$ cat config.mk
export PLATFORM = sky130hd
export DESIGN_NAME = therm_ovr_ctrl
export DESIGN_NICKNAME = d
export VERILOG_FILES = /design/src/rtl/therm_ovr_pkg.sv /design/src/rtl/therm_sync.sv /design/src/rtl/therm_irq.sv /design/src/rtl/therm_force.sv /design/src/rtl/therm_ovr_ctrl.sv
export SDC_FILE = /design/constraint.sdc
export NUM_CORES = 1
export LEC_CHECK = 0
export ABC_AREA = 1
export BUFFER_PORTS_ARGS = -buffer_cell sky130_fd_sc_hd__buf_2
export CAP_MARGIN = 40
export CORE_MARGIN = 2
export CORE_UTILIZATION = 23
export DETAILED_ROUTE_END_ITERATION = 10
export GPL_ROUTABILITY_DRIVEN = 0
export PLACE_DENSITY = 0.73
export SYNTH_ARGS = -nofsm -noshare
export SYNTH_HDL_FRONTEND = slang
export SYNTH_SLANG_ARGS = --single-unit
$ cat constraint.sdc
create_clock -name clk -period 1.63 [get_ports clk]
set_clock_uncertainty 0.1 [all_clocks]
set_input_delay 0.326 -clock clk [delete_from_list [all_inputs] [get_ports clk]]
set_output_delay 0.326 -clock clk [all_outputs]
set_load 0.03 [all_outputs]
$ cat src/rtl/therm_ovr_pkg.sv
package therm_ovr_pkg;

  typedef enum logic {
    ROLE_ALARM = 1'b0,
    ROLE_GPIO  = 1'b1
  } pin_role_e;

  typedef struct packed {
    logic oe;
    logic val;
  } pad_drv_t;

  // Open-drain alarm drive, or GPIO register drive.
  function automatic pad_drv_t pad_drive(input pin_role_e role, input logic ovl,
                                         input logic dir, input logic gout);
    pad_drv_t d;
    if (role == ROLE_GPIO) begin
      d.oe  = dir;
      d.val = gout;
    end else begin
      d.oe  = ovl;
      d.val = 1'b0;
    end
    return d;
  endfunction

  // Sticky latch update: a clear beats a same-cycle event.
  function automatic logic irq_next(input logic cur, input logic evt, input logic clr);
    return clr ? 1'b0 : (cur | evt);
  endfunction

endpackage

$ cat src/rtl/therm_sync.sv
module therm_sync #(
  parameter int  STAGES    = 2,
  parameter logic RESET_VAL = 1'b1
) (
  input  logic clk,
  input  logic rst_n,
  input  logic d,
  output logic q
);
  logic [STAGES-1:0] chain;

  always_ff @(posedge clk or negedge rst_n) begin
    if (!rst_n) chain <= {STAGES{RESET_VAL}};
    else        chain <= {chain[STAGES-2:0], d};
  end

  assign q = chain[STAGES-1];
endmodule

$ cat src/rtl/therm_irq.sv
module therm_irq
  import therm_ovr_pkg::*;
(
  input  logic clk,
  input  logic rst_n,
  input  logic evt,
  input  logic clr_status_rd,
  input  logic clr_cfg_set,
  input  logic clr_alert_resp,
  output logic irq
);
  logic any_clr;
  logic irq_q;

  assign any_clr = clr_status_rd | clr_cfg_set | clr_alert_resp;

  always_ff @(posedge clk or negedge rst_n) begin
    if (!rst_n) irq_q <= 1'b0;
    else        irq_q <= irq_next(irq_q, evt, any_clr);
  end

  assign irq = irq_q;

  a_r6_event_sets: assert property (@(posedge clk) disable iff (!rst_n)
    (evt && !any_clr) |=> irq);
  a_r7_sticky: assert property (@(posedge clk) disable iff (!rst_n)
    (irq && !any_clr) |=> irq);
  a_r8_clear_drops: assert property (@(posedge clk) disable iff (!rst_n)
    (clr_status_rd || clr_cfg_set || clr_alert_resp) |=> !irq);
  a_r9_clear_wins: assert property (@(posedge clk) disable iff (!rst_n)
    (any_clr && evt) |=> !irq);
endmodule

$ cat src/rtl/therm_force.sv
module therm_force #(
  parameter int CH = 2,
  parameter int W  = 8
) (
  input  logic          force_max,
  input  logic [CH*W-1:0] din,
  output logic [CH*W-1:0] dout
);
  for (genvar c = 0; c < CH; c++) begin : g_ch
    assign dout[c*W +: W] = force_max ? {W{1'b1}} : din[c*W +: W];
  end
endmodule

$ cat src/rtl/therm_ovr_ctrl.sv
module therm_ovr_ctrl
  import therm_ovr_pkg::*;
#(
  parameter int PWM_CH   = 2,
  parameter int PWM_W    = 8,
  parameter int DAC_CH   = 1,
  parameter int DAC_W    = 8,
  parameter int SYNC_STG = 2
) (
  input  logic                     clk,
  input  logic                     rst_n,
  input  logic                     pad_in,
  output logic                     pad_oe,
  output logic                     pad_out,
  input  logic                     over_limit,
  input  logic                     cfg_gpio_mode,
  input  logic                     gpio_dir,
  input  logic                     gpio_out,
  output logic                     gpio_in,
  input  logic                     clr_status_rd,
  input  logic                     clr_cfg_set,
  input  logic                     clr_alert_resp,
  output logic                     irq,
  input  logic [PWM_CH*PWM_W-1:0]  pwm_in,
  output logic [PWM_CH*PWM_W-1:0]  pwm_out,
  input  logic [DAC_CH*DAC_W-1:0]  dac_in,
  output logic [DAC_CH*DAC_W-1:0]  dac_out
);
  localparam int PWM_BITS = PWM_CH * PWM_W;
  localparam int DAC_BITS = DAC_CH * DAC_W;

  pin_role_e role;
  pad_drv_t  drv;
  logic      pad_lvl_s;   // synchronized pad level
  logic      pin_alarm;   // external low seen in alarm mode
  logic      thermal_evt; // any source of the interrupt

  assign role = cfg_gpio_mode ? ROLE_GPIO : ROLE_ALARM;
  assign drv  = pad_drive(role, over_limit, gpio_dir, gpio_out);
  assign pad_oe  = drv.oe;
  assign pad_out = drv.val;

  therm_sync #(.STAGES(SYNC_STG), .RESET_VAL(1'b1)) u_sync (
    .clk(clk), .rst_n(rst_n), .d(pad_in), .q(pad_lvl_s)
  );

  assign gpio_in     = pad_lvl_s;
  assign pin_alarm   = (role == ROLE_ALARM) && !pad_lvl_s;
  assign thermal_evt = over_limit | pin_alarm;

  therm_irq u_irq (
    .clk(clk), .rst_n(rst_n), .evt(thermal_evt),
    .clr_status_rd(clr_status_rd), .clr_cfg_set(clr_cfg_set),
    .clr_alert_resp(clr_alert_resp), .irq(irq)
  );

  therm_force #(.CH(PWM_CH), .W(PWM_W)) u_pwm (
    .force_max(pin_alarm), .din(pwm_in), .dout(pwm_out)
  );

  therm_force #(.CH(DAC_CH), .W(DAC_W)) u_dac (
    .force_max(pin_alarm), .din(dac_in), .dout(dac_out)
  );

  a_r1_alarm_drive: assert property (@(posedge clk) disable iff (!rst_n)
    !cfg_gpio_mode |-> (pad_oe == over_limit && !pad_out));
  a_r2_gpio_drive: assert property (@(posedge clk) disable iff (!rst_n)
    cfg_gpio_mode |-> (pad_oe == gpio_dir && pad_out == gpio_out));
  a_r3_force_full: assert property (@(posedge clk) disable iff (!rst_n)
    (!cfg_gpio_mode && $past(rst_n) && $past(rst_n, 2) && !$past(pad_in, 2))
      |-> (pwm_out == {PWM_BITS{1'b1}} && dac_out == {DAC_BITS{1'b1}}));
  a_r4_release: assert property (@(posedge clk) disable iff (!rst_n)
    (!cfg_gpio_mode && $past(rst_n) && $past(rst_n, 2) && $past(pad_in, 2))
      |-> (pwm_out == pwm_in && dac_out == dac_in));
  a_r5_gpio_passthrough: assert property (@(posedge clk) disable iff (!rst_n)
    cfg_gpio_mode |-> (pwm_out == pwm_in && dac_out == dac_in));
endmodule

; ---- Word-level counts from Yosys, hierarchy flattened
; Index checks and enable logic that the tools add are counted.
[totals]
register_bits = 3
inputBits = 34
out_inout_bits = 28
elab_cells = 15
[classes]
muxes = 6
n_bitwise = 5
n_reduce_logical = 2
[ops]
columns = op, count
row1 = 2-to-1 mux 8 bit, 3
row2 = OR 1 bit, 4
row3 = 2-to-1 mux 1 bit, 2
row4 = 2-to-1 mux 2 bit, 1
row5 = logical AND 1 bit, 1
row6 = logical NOT 1 bit, 1
row7 = inverter 1 bit, 1

; ---- Logic depth before layout (Yosys ltp)
; Gate-level depths: netlist of run 1.
[logic_depth]
word_depth = 6
mapped_depth = 4
mapped_depth_nobuf = 4

; ---- By module
; Synthesis of run 1 repeated with hierarchy kept, for this count alone.
[hier_totals]
hier_cells = 68
hier_area_um2 = 330.3
[by_module_without_submodules]
columns = module, n_inst, cells_each, area_per_inst_um2, seq_area_each_um2
row1 = therm_force at u_pwm, 1, 34, 135.1, 0.0
row2 = therm_force at u_dac, 1, 17, 63.8, 0.0
row3 = therm_sync, 1, 2, 52.6, 52.6
row4 = therm_irq, 1, 6, 43.8, 25.0
row5 = therm_ovr_ctrl, 1, 9, 35.0, 0.0

; ---- Worst setup path before layout of run 1
; Ideal clock, no wire load.
[synth_timing]
kind = flip-flop to output port
from = register u_sync.chain[1]
to = output dac_out[0]
arrival_ns = 1.130
path_slack_ns = 0.074
path_stages_with_launch = 4
path_buffers = 1
path_cell_list = dfstp_2 nor2_4 buf_6 or2_1
[synth_via]
elab_chain_len = 3
[synth_lines]
columns = element, line
row1 = "start, declared", therm_sync.sv:10  ; logic [STAGES-1:0] chain;
row2 = "start signal, assigned", therm_sync.sv:13  ; if (!rst_n) chain <= {STAGES{RESET_VAL}};
row3 = "start signal, assigned", therm_sync.sv:14  ; else chain <= {chain[STAGES-2:0], d};
row4 = logical NOT 1 bit, therm_ovr_ctrl.sv:48  ; assign pin_alarm = (role == ROLE_ALARM) && !pad_lvl_s;
row5 = logical AND 1 bit, therm_ovr_ctrl.sv:48
row6 = 2-to-1 mux 8 bit, therm_force.sv:10  ; assign dout[c*W +: W] = force_max ? {W{1'b1}} : din[c*W +: W];
row7 = "end, declared", therm_ovr_ctrl.sv:27  ; output logic [DAC_CH*DAC_W-1:0] dac_out
; No other way between the ends.

; ---- Worst setup path after layout of run 1
[layout_timing]
from = register u_sync.chain[1]
to = output pwm_out[5]
[layout_via]
elab_chain_len = 3
[layout_lines]
columns = element, line
row1 = logical NOT 1 bit, therm_ovr_ctrl.sv:48
row2 = logical AND 1 bit, therm_ovr_ctrl.sv:48
row3 = 2-to-1 mux 8 bit, therm_force.sv:10
row4 = "end, declared", therm_ovr_ctrl.sv:25  ; output logic [PWM_CH*PWM_W-1:0] pwm_out,
; No other way between the ends.

==> summary.txt, run 1 <==
Outcome
  • Outcome: finished, violations left
  • Failing checks: negative setup slack

Detailed routing
  • Vias: 517
  • Post-Route WL: 1340 um
  • TritonRoute pass-1 iters: 3
  • WL/cell: 10.8 um
  • DRT iter0 DRCs: 4
  • Antenna Nets Post-Route: 0
  • Via density: 4.17
  • Post-route DRC: 0

Place
  • DP Area: 609 um2
  • Number of port buffers: 61
  • HPWL Detailed: 847 um

Setup path
  • Critical Path RT: 1.20 ns
  • Worst EP arrival: 1.31 ns
  • Critical-path top delay cell: dfstp_2
  • CP endpoint: pwm_out[5]
  • Worst r2r dst: u_irq.irq
  • Worst Path Max Fanout: 6
  • Crit end category: output pin
  • Worst Reg-to-Reg Cells: 4
  • Sequence of cells on the critical path: nor2_2 > or2_1 > buf_4
  • Worst setup path start: u_sync.chain[1]
  • Setup slack, reg-to-reg: 0.46 ns
  • Setup Crit Path Kind: flop to output pin
  • Startpoint Class: flop
  • Slowest stage delay, CP: 0.59 ns
  • Crit Reg-Reg Startpoint: u_sync.chain[1]

Die
  • Die height: 40.6 um
  • Core ar.: 1270 um2
  • Row count: 13
  • Die width: 40.6 um
  • Die Footprint: 1650 um2
  • IO Count: 62
  • Initial core utilization: 24.3%

STA
  • Slew @ Worst Pin: 0.210 ns
  • RSZ-0062 raised after global routing: true
  • Period utilization: 106%
  • Final Hold Vio Count: 0
  • Fin worst setup slack: -0.102 ns
  • Max Clk Rate: 0.577 GHz
  • Worst slew margin: 85.9%
  • Tmin final: 1.73 ns
  • Hold Worst Slack: 0.0971 ns
  • # setup viols final: 24
  • Max-slew violations: 0

Logic synthesis
  • Syn Nets: 76
  • Sequential-to-total area share from yosys stat: 25.2%
  • Count of cell types in the netlist: 10
  • #FFs+latches synth: 3
  • Ys Warns: 0
  • Mapped Area: 308 um2
  • Synth Instances: 42
  • Syn avg cell area: 7.33 um2

Clocking
  • Worst-Skew Late Latency: 0.23 ns
  • Worst-path clk slew: 0.04 ns
  • Max Root-Sink Buffers: 2
  • CTS buffer count: 3
  • CTS tree: built
  • # clock sinks: 3
  • CTS Root Cell: clkbuf_4
  • CTS HTree Levels: 1

Final layout
  • Reg area: 77.6 um2
  • Fillers: 108
  • Antenna cells: 0
  • Multi-input logic area: 223 um2
  • Synthesis-to-finish area growth: 163%
  • Final instance area: 811 um2
  • Final #Nets: 144
  • Share of layout cells above drive strength 1: 68.8%

GRT
  • Initial antenna violation count: 0
  • Vias in the first global route: 446
  • Pin count of the biggest net entering global routing: 13
  • Total gr overflow: 0
  • Total global-route track usage: 16.7%
  • First-pass GRT wire length: 1700 um

Pwr
  • NetSw: 0.188 mW
  • Leak: 0.450 nW
  • Sw frac: 38.5%
  • PD cells: 603 nW/um2
  • Worst IR Drop VDD: 403 uV
  • Internal power: 0.300 mW
  • Seq pwr share: 17.2%
  • Clk network pwr share: 26.5%
  • Logic pwr share: 56.3%

Hold path
  • Hold Crit Class: input pin to flop

Run
  • Max cap viols: 0
[cells in the mapped netlist, drive strengths merged]
cell type / number / area, um2
or2: 24 / 150
inv: 4 / 15.0
nand2: 4 / 15.0
nor2: 4 / 22.5
buf: 2 / 22.5
dfstp: 2 / 52.6
dfrtp: 1 / 25.0
o21ai: 1 / 5.00
[worst max-delay path: cells and delay by family (launching register included)]
family / cells / cell delay (ns)
simple gates: 2 / 0.31
buf+inv: 1 / 0.17
flops: 1 / 0.59
[worst min path at each step]
stage	start	to	slack [ns]	cells past startpoint
finish	pad_in	u_sync.chain[0]	0.1	1
CTS	pad_in	u_sync.chain[0]	0.08	1
floorplan	rst_n	u_irq.irq	-0.07	0
detailed placement	rst_n	u_irq.irq	0.02	1
global placement	rst_n	u_irq.irq	0.02	1
global route	pad_in	u_sync.chain[0]	0.08	1
[what timing repair did]
| item | 4_1_cts | 5_1_grt |
|---|---|---|
| resized for setup | 48 | 0 |
| endpoints found under the hold margin | 3 | 0 |
| gates cloned | 2 | 0 |
| hold buffers | 1 | 0 |
| pin swaps | 1 | 0 |
| setup buffers | 1 | 0 |
| endpoints found under the setup margin | 24 | 24 |
[state kept, by name (all words and copies together), names as in the netlist]
name	flops
u_sync.chain	2
u_irq.irq	1
[layout make-up]
class,instances,area share [%]
repair buffers,63,55.6
flip-flops and latches,3,9.57
inverters,4,1.85
clock buffers,4,3.24
well taps,15,2.31
multi-input cells,35,27.5
[through the flow]
stage          power (mW)  cells  setup WS (ns)  setup TNS, ns  util (%)
6_report            0.489    124         -0.102          -1.84      63.9
5_1_grt             0.524    124         -0.164          -3.20      63.9
3_3_place_gp        0.293    116         0.0765              0      48.0
4_1_cts             0.498    124         -0.111          -2.27      63.9
3_5_place_dp        0.296    116         0.0541              0      48.0
2_1_floorplan       0.221     42         0.0735              0         -
[cells by family after synthesis]
| logic type | Yosys count | synth area share, % |
|---|---|---|
| DFF | 3 | 25.2 |
| and+or+nand+nor | 32 | 61.0 |
| AOI/OAI and AO/OA | 1 | 1.62 |
| buffers and inverters | 6 | 12.2 |
[power groups by stage]
stage | Combinational, mW | Sequential, mW | Clock [mW]
floorplan | 0.133 | 0.0875 | 0
global placement | 0.210 | 0.0830 | 0
detailed placement | 0.213 | 0.0832 | 0
CTS | 0.273 | 0.0841 | 0.141
global route | 0.293 | 0.0844 | 0.146
finish | 0.275 | 0.0840 | 0.130
[routing by layer]
metal	vias to the layer above	routed length (um)	global-route usage (%)	part of all wire, %
li1	261	-	-	-
met1	217	426	13.7	32
met3	2	174	3.89	13
met4	0	12	12.5	0.89
met2	37	730	32.9	54
met5	-	0	0	0
[placed cells by master (no fill, tap or decap), types with 2 or more instances in the layout]
cell type | netlist | final
buf_2 | 0 | 37
buf_4 | 0 | 7
buf_6 | 2 | 18
clkbuf_4 | 0 | 3
dfstp_2 | 2 | 2
inv_1 | 4 | 4
nand2_1 | 4 | 4
nor2_1 | 3 | 3
nor2_4 | 1 | 2
or2_1 | 19 | 19
or2_4 | 0 | 5
(Power assumes the default switching activity.)
==> run 2, diff against run 1 <==
Settings changed: CORE_AREA set to 2 2 39 41, CORE_MARGIN 2 to unset, CORE_UTILIZATION 23 to unset, CTS_CLUSTER_DIAMETER set to 40, DIE_AREA set to 0 0 41 43.
Clock period 1.63 ns to 2.2 ns, I/O delays scaled along.
==> summary.txt, run 2 (synthesis gave the netlist of run 1 again) <==
Clocking
  • CTS buffer count: 3 (unchanged)
  • Post-CTS sizing: 0 (-100%)
  • Hold-fix buffers, CTS: 1 (unchanged)
  • Worst-Skew Late Latency: 0.23 ns (about the same)
  • Max Root-Sink Buffers: 2 (unchanged)
  • CTS HTree Levels: 1 (unchanged)
  • CTS Root Cell: clkbuf_4
  • Worst-path clk slew: 0.04 ns (about the same)
  • Postcts setup bufs: 0 (-1)
  • CTS tree: built
  • # clock sinks: 3 (unchanged)

Run
  • Max cap viols: 0 (unchanged)

GRT
  • Met1 Track Usage GR: 11.7% (-2.0 points)
  • Vias in the first global route: 394 (-12%)
  • Total global-route track usage: 11.0% (-5.7 points)
  • Pin count of the biggest net entering global routing: 26 (+13)
  • First-pass GRT wire length: 1360 um (-20%)
  • Total gr overflow: 0 (unchanged)
  • Met3 Track Usage GR: 2.09% (-1.8 points)
  • Met2 usage: 19.7% (-13 points)
  • Initial antenna violation count: 0 (unchanged)
  • GR peak layer: met2

Setup path
  • Setup Crit Path Kind: flop to output pin
  • Worst EP arrival: 1.32 ns (about the same)
  • Slowest stage delay, CP: 0.55 ns (-0.04 ns)
  • Critical Path RT: 1.66 ns (+0.46 ns)
  • Worst r2r dst: u_irq.irq
  • Crit Reg-Reg Startpoint: u_sync.chain[1]
  • Critical-path top delay cell: dfstp_2
  • Sequence of cells on the critical path: nor2_4 > or2_2 > buf_2
  • Startpoint Class: flop
  • Worst setup path start: u_sync.chain[1]
  • Crit end category: output pin
  • Worst Reg-to-Reg Cells: 3 (-1)
  • Setup slack, reg-to-reg: 1.17 ns (+0.71 ns)
  • Worst Path Max Fanout: 25 (+19)

Hold path
  • Hold Crit Class: input pin to flop
  • Endpoint, Worst Hold: u_sync.chain[0]
  • Hold path depth: 1 (unchanged)
  • Hold Startpoint: pad_in

Final layout
  • Reg area: 77.6 um2 (unchanged)
  • Fillers: 134 (+24%)
  • Final #Nets: 141 (-2.1%)
  • Share of layout cells above drive strength 1: 67.9% (-0.88 points)
  • Synthesis-to-finish area growth: 110%
  • Max FFs per register: 2 (unchanged)
  • Multi-input logic area: 193 um2 (-13%)
  • Antenna cells: 0 (unchanged)
  • Commonest non-fill, non-tap cell in the layout: buf_2
  • Commonest cells after routing, fill and taps aside: buf_2 (61), or2_1 (19), or2_2 (5), nand2_1 (4), inv_1 (4)
  • Final instance area: 647 um2 (-20%)
  • Most flops, register: u_sync.chain

Detailed routing
  • Post-route DRC: 0 (unchanged)
  • WL/cell: 7.90 um (-27%)
  • Vias: 494 (-4.4%)
  • Antenna Nets Post-Route: 0 (unchanged)
  • TritonRoute pass-1 iters: 2 (-1)
  • Post-Route WL: 964 um (-28%)
  • DRT iter0 DRCs: 5 (+1)
  • Via density: 4.05 (-2.9%)

Pwr
  • Logic pwr share: 49.7% (-6.6 points)
  • Sw frac: 41.0% (+2.4 points)
  • Internal power: 0.187 mW (-38%)
  • NetSw: 0.130 mW (-31%)
  • Worst IR Drop VDD: 329 uV (-18%)
  • Clk network pwr share: 31.1% (+4.6 points)
  • Leak: 0.386 nW (-14%)
  • PD cells: 490 nW/um2 (-19%)
  • Seq pwr share: 19.3% (+2.1 points)

Die
  • Row count: 14 (+1)
  • IO Count: 62 (unchanged)
  • Initial core utilization: 22.2% (-2.0 points)
  • Die Footprint: 1760 um2 (+7.1%)
  • Die width: 41 um (+1.0%)
  • Die height: 43 um (+6.0%)
  • Core ar.: 1380 um2 (+9.1%)

Outcome
  • Outcome: finished clean

STA
  • RSZ-0062 raised after global routing: false
  • # setup viols final: 0 (-100%)
  • Slew @ Worst Pin: 0.364 ns (+0.154 ns)
  • Tmin final: 1.86 ns
  • Final Hold Vio Count: 0 (unchanged)
  • Max Clk Rate: 0.538 GHz
  • Worst slew margin: 75.7% (-10 points)
  • Max-slew violations: 0 (unchanged)
  • Period utilization: 84.5%
  • Setup TNS: 0 ns (+1.84 ns)
  • Fin worst setup slack: 0.341 ns (+0.443 ns)

Place
  • DP Area: 611 um2 (+0.21%)
  • Number of port buffers: 61 (unchanged)
  • Pre-CTS WS: 0.374 ns (+0.320 ns)
[run 2: cell types whose count changed in the layout (fill, tap and decap cells not counted), sizes merged]
cell / delta
nor2: -2
buf: -1
[run 2: layout make-up]
| cell class | count | share of cell area (%) |
|---|---|---|
| inverters | 4 | 2.32 |
| well taps | 16 | 3.09 |
| multi-input cells | 33 | 29.8 |
| clock buffers | 4 | 4.06 |
| repair buffers | 62 | 48.7 |
| flip-flops and latches | 3 | 12.0 |
[run 2: worst max-delay path by stage]
stage	cells after the start	to	slack [ns]
6_report	3	dac_out[2]	0.34
5_1_grt	3	dac_out[4]	0.27
4_1_cts	3	dac_out[2]	0.32
3_5_place_dp	4	dac_out[2]	0.37
3_3_place_gp	4	dac_out[2]	0.42
2_1_floorplan	2	pad_oe	0.51
[run 2: layer usage]
metal | wire length, um | up-vias | share of wire (%)
li1 | - | 250 | -
met1 | 317 | 192 | 33
met2 | 425 | 52 | 44
met3 | 221 | 0 | 23
met4 | 0 | 0 | 0
met5 | 0 | - | 0
[run 2: power groups by stage]
stage	Sequential, mW	Clock, mW	Combinational [mW]
CTS	0.0612	0.102	0.159
global route	0.0613	0.109	0.173
global placement	0.0615	0	0.156
detailed placement	0.0616	0	0.157
finish	0.0610	0.0985	0.157
floorplan	0.0649	0	0.0989
[run 2: metrics by stage]
step                cells  hold slack (ns)  power [mW]  utilization [%]
finish                122            0.203       0.317             46.7
global route          122            0.195       0.343             46.7
CTS                   122            0.198       0.322             46.7
detailed placement    117            0.138       0.219             44.1
global placement      117            0.138       0.217             44.1
floorplan              42           0.0444       0.164                -
[run 2: critical path: cells and delay by family, from the launching register on]
family / cells / cell delay (ns)
flip-flops: 1 / 0.55
buffers and inverters: 1 / 0.18
AND/OR/NAND/NOR: 2 / 0.36
==> run 3, diff against run 2 <==
Settings changed: CORE_AREA 2 2 39 41 to unset, CORE_MARGIN set to 2, CORE_UTILIZATION set to 21, DIE_AREA 0 0 41 43 to unset, PLACE_DENSITY 0.73 to 0.7.
Clock period 2.2 ns to 1.65 ns, I/O delays scaled along.
==> summary.txt, run 3 (synthesis gave the netlist of run 1 again) <==
Clocking
  • # clock sinks: 3 (unchanged)
  • CTS HTree Levels: 1 (unchanged)
  • CTS buffer count: 3 (unchanged)
  • Worst-path clk slew: 0.04 ns (about the same)
  • Postcts setup bufs: 0 (unchanged)
  • Worst-Skew Late Latency: 0.23 ns (about the same)
  • CTS Root Cell: clkbuf_4
  • CTS tree: built
  • Max Root-Sink Buffers: 2 (unchanged)

Place
  • Pre-CTS WS: 0.0550 ns (-0.319 ns)
  • DP Area: 609 um2 (-0.21%)
  • Number of port buffers: 61 (unchanged)
  • Dpl cells: 116 (-0.85%)

Setup path
  • Worst Reg-to-Reg Cells: 3 (unchanged)
  • Worst Path Max Fanout: 25 (unchanged)
  • Setup Crit Path Kind: flop to output pin
  • Critical Path RT: 1.22 ns (-0.44 ns)
  • Setup slack, reg-to-reg: 0.63 ns (-0.54 ns)
  • Worst r2r dst: u_irq.irq
  • Worst EP arrival: 1.29 ns (-0.03 ns)
  • Crit Reg-Reg Startpoint: u_sync.chain[1]
  • Startpoint Class: flop
  • Crit end category: output pin

GRT
  • Initial antenna violation count: 0 (unchanged)
  • First-pass GRT wire length: 1930 um (+42%)
  • Vias in the first global route: 482 (+22%)
  • Total global-route track usage: 13.6% (+2.6 points)
  • Pin count of the biggest net entering global routing: 26 (unchanged)
  • Total gr overflow: 0 (unchanged)

Outcome
  • Failing checks: negative setup slack
  • Outcome: finished, violations left

Pwr
  • PD cells: 597 nW/um2 (+22%)
  • Worst IR Drop VDD: 420 uV (+27%)
  • Pwr Total: 0.475 mW (+50%)
  • Leak: 0.446 nW (+16%)

STA
  • Fin worst setup slack: -0.0739 ns (-0.415 ns)
  • Slew @ Worst Pin: 0.364 ns (+0.0000882 ns)
  • Final Hold Vio Count: 0 (unchanged)
  • Period utilization: 104%
  • Setup TNS: -0.472 ns (-0.472 ns)
  • RSZ-0062 raised after global routing: true
  • Tmin final: 1.72 ns
  • Max Clk Rate: 0.580 GHz
  • Hold Worst Slack: 0.0983 ns (-0.105 ns)
  • # setup viols final: 23 (+23)
  • Worst slew margin: 75.6% (about the same)
  • Max-slew violations: 0 (unchanged)

Die
  • IO Count: 62 (unchanged)
  • Row count: 13 (-1)
  • Initial core utilization: 23.1% (+0.83 points)
  • Die Footprint: 1790 um2 (+1.4%)
  • Core ar.: 1330 um2 (-3.6%)
  • Die height: 42.3 um (-1.7%)
  • Die width: 42.3 um (+3.1%)

Final layout
  • Final design utilization: 59.7% (+13 points)
  • Max FFs per register: 2 (unchanged)
  • Final #Nets: 141 (unchanged)
  • Fillers: 120 (-10%)
  • Commonest cells after routing, fill and taps aside: buf_2 (37), buf_6 (24), or2_1 (19), or2_2 (5)
  • Most flops, register: u_sync.chain
  • Finished Layout Cells: 121 (-0.82%)
  • Commonest non-fill, non-tap cell in the layout: buf_2
  • Share of layout cells above drive strength 1: 67.9% (unchanged)
  • Antenna cells: 0 (unchanged)
  • Synthesis-to-finish area growth: 159%
  • Final instance area: 796 um2 (+23%)

Hold path
  • Hold Startpoint: pad_in
  • Hold path depth: 1 (unchanged)
  • Endpoint, Worst Hold: u_sync.chain[0]
  • Hold Crit Class: input pin to flop

Detailed routing
  • Via density: 4.21 (+4.1%)
  • Antenna Nets Post-Route: 0 (unchanged)
  • Post-Route WL: 1170 um (+21%)
  • Vias: 510 (+3.2%)
  • Post-route DRC: 0 (unchanged)
  • WL/cell: 9.63 um (+22%)
  • TritonRoute pass-1 iters: 4 (+2)
  • DRT iter0 DRCs: 3 (-2)

Run
  • Max cap viols: 0 (unchanged)
[run 3: cell counts in the layout (fill, tap and decap cells not counted)]
No cell type changed its count.
[run 3: critical path, cell delays in order (launching register included)]
cell and delay, ns:
dfstp_2 0.54, nor2_4 0.08, or2_2 0.30, buf_6 0.14
[run 3: area by class of cell]
cell class              count  area, um2  share of cell area [%]
clock buffers               4       26.3                    3.30
inverters                   4       15.0                    1.89
multi-input cells          33        193                    24.2
flip-flops and latches      3       77.6                    9.75
well taps                  15       18.8                    2.36
repair buffers             62        465                    58.5
[run 3: routing by layer]
layer	track usage (%)	part of all wire, %	vias up
met5	0	0	-
met4	7.50	0	0
met3	5.60	17	0
met2	25.8	48	44
met1	11.6	35	217
li1	-	-	249
[run 3: timing repair]
action	4_1_cts	5_1_grt
endpoints found under the setup margin	24	24
hold endpoints to repair	3	0
hold buffers	1	0
resized for setup	48	0
[run 3: power by group]
part	switching (mW)	total, mW	internal (mW)
Combinational	0.142	0.267	0.125
Sequential	0.00192	0.0813	0.0793
Clock	0.0367	0.127	0.0906
[run 3: how the worst max path moves through the flow]
stage          cells after the start          to       startpoint  slack, ns
2_1_floorplan                      3  dac_out[0]  u_sync.chain[1]       0.09
3_3_place_gp                       4  dac_out[3]    cfg_gpio_mode       0.09
3_5_place_dp                       4  dac_out[3]    cfg_gpio_mode       0.06
4_1_cts                            3  dac_out[3]  u_sync.chain[1]      -0.09
5_1_grt                            3  dac_out[3]  u_sync.chain[1]      -0.13
6_report                           3  dac_out[3]  u_sync.chain[1]      -0.07
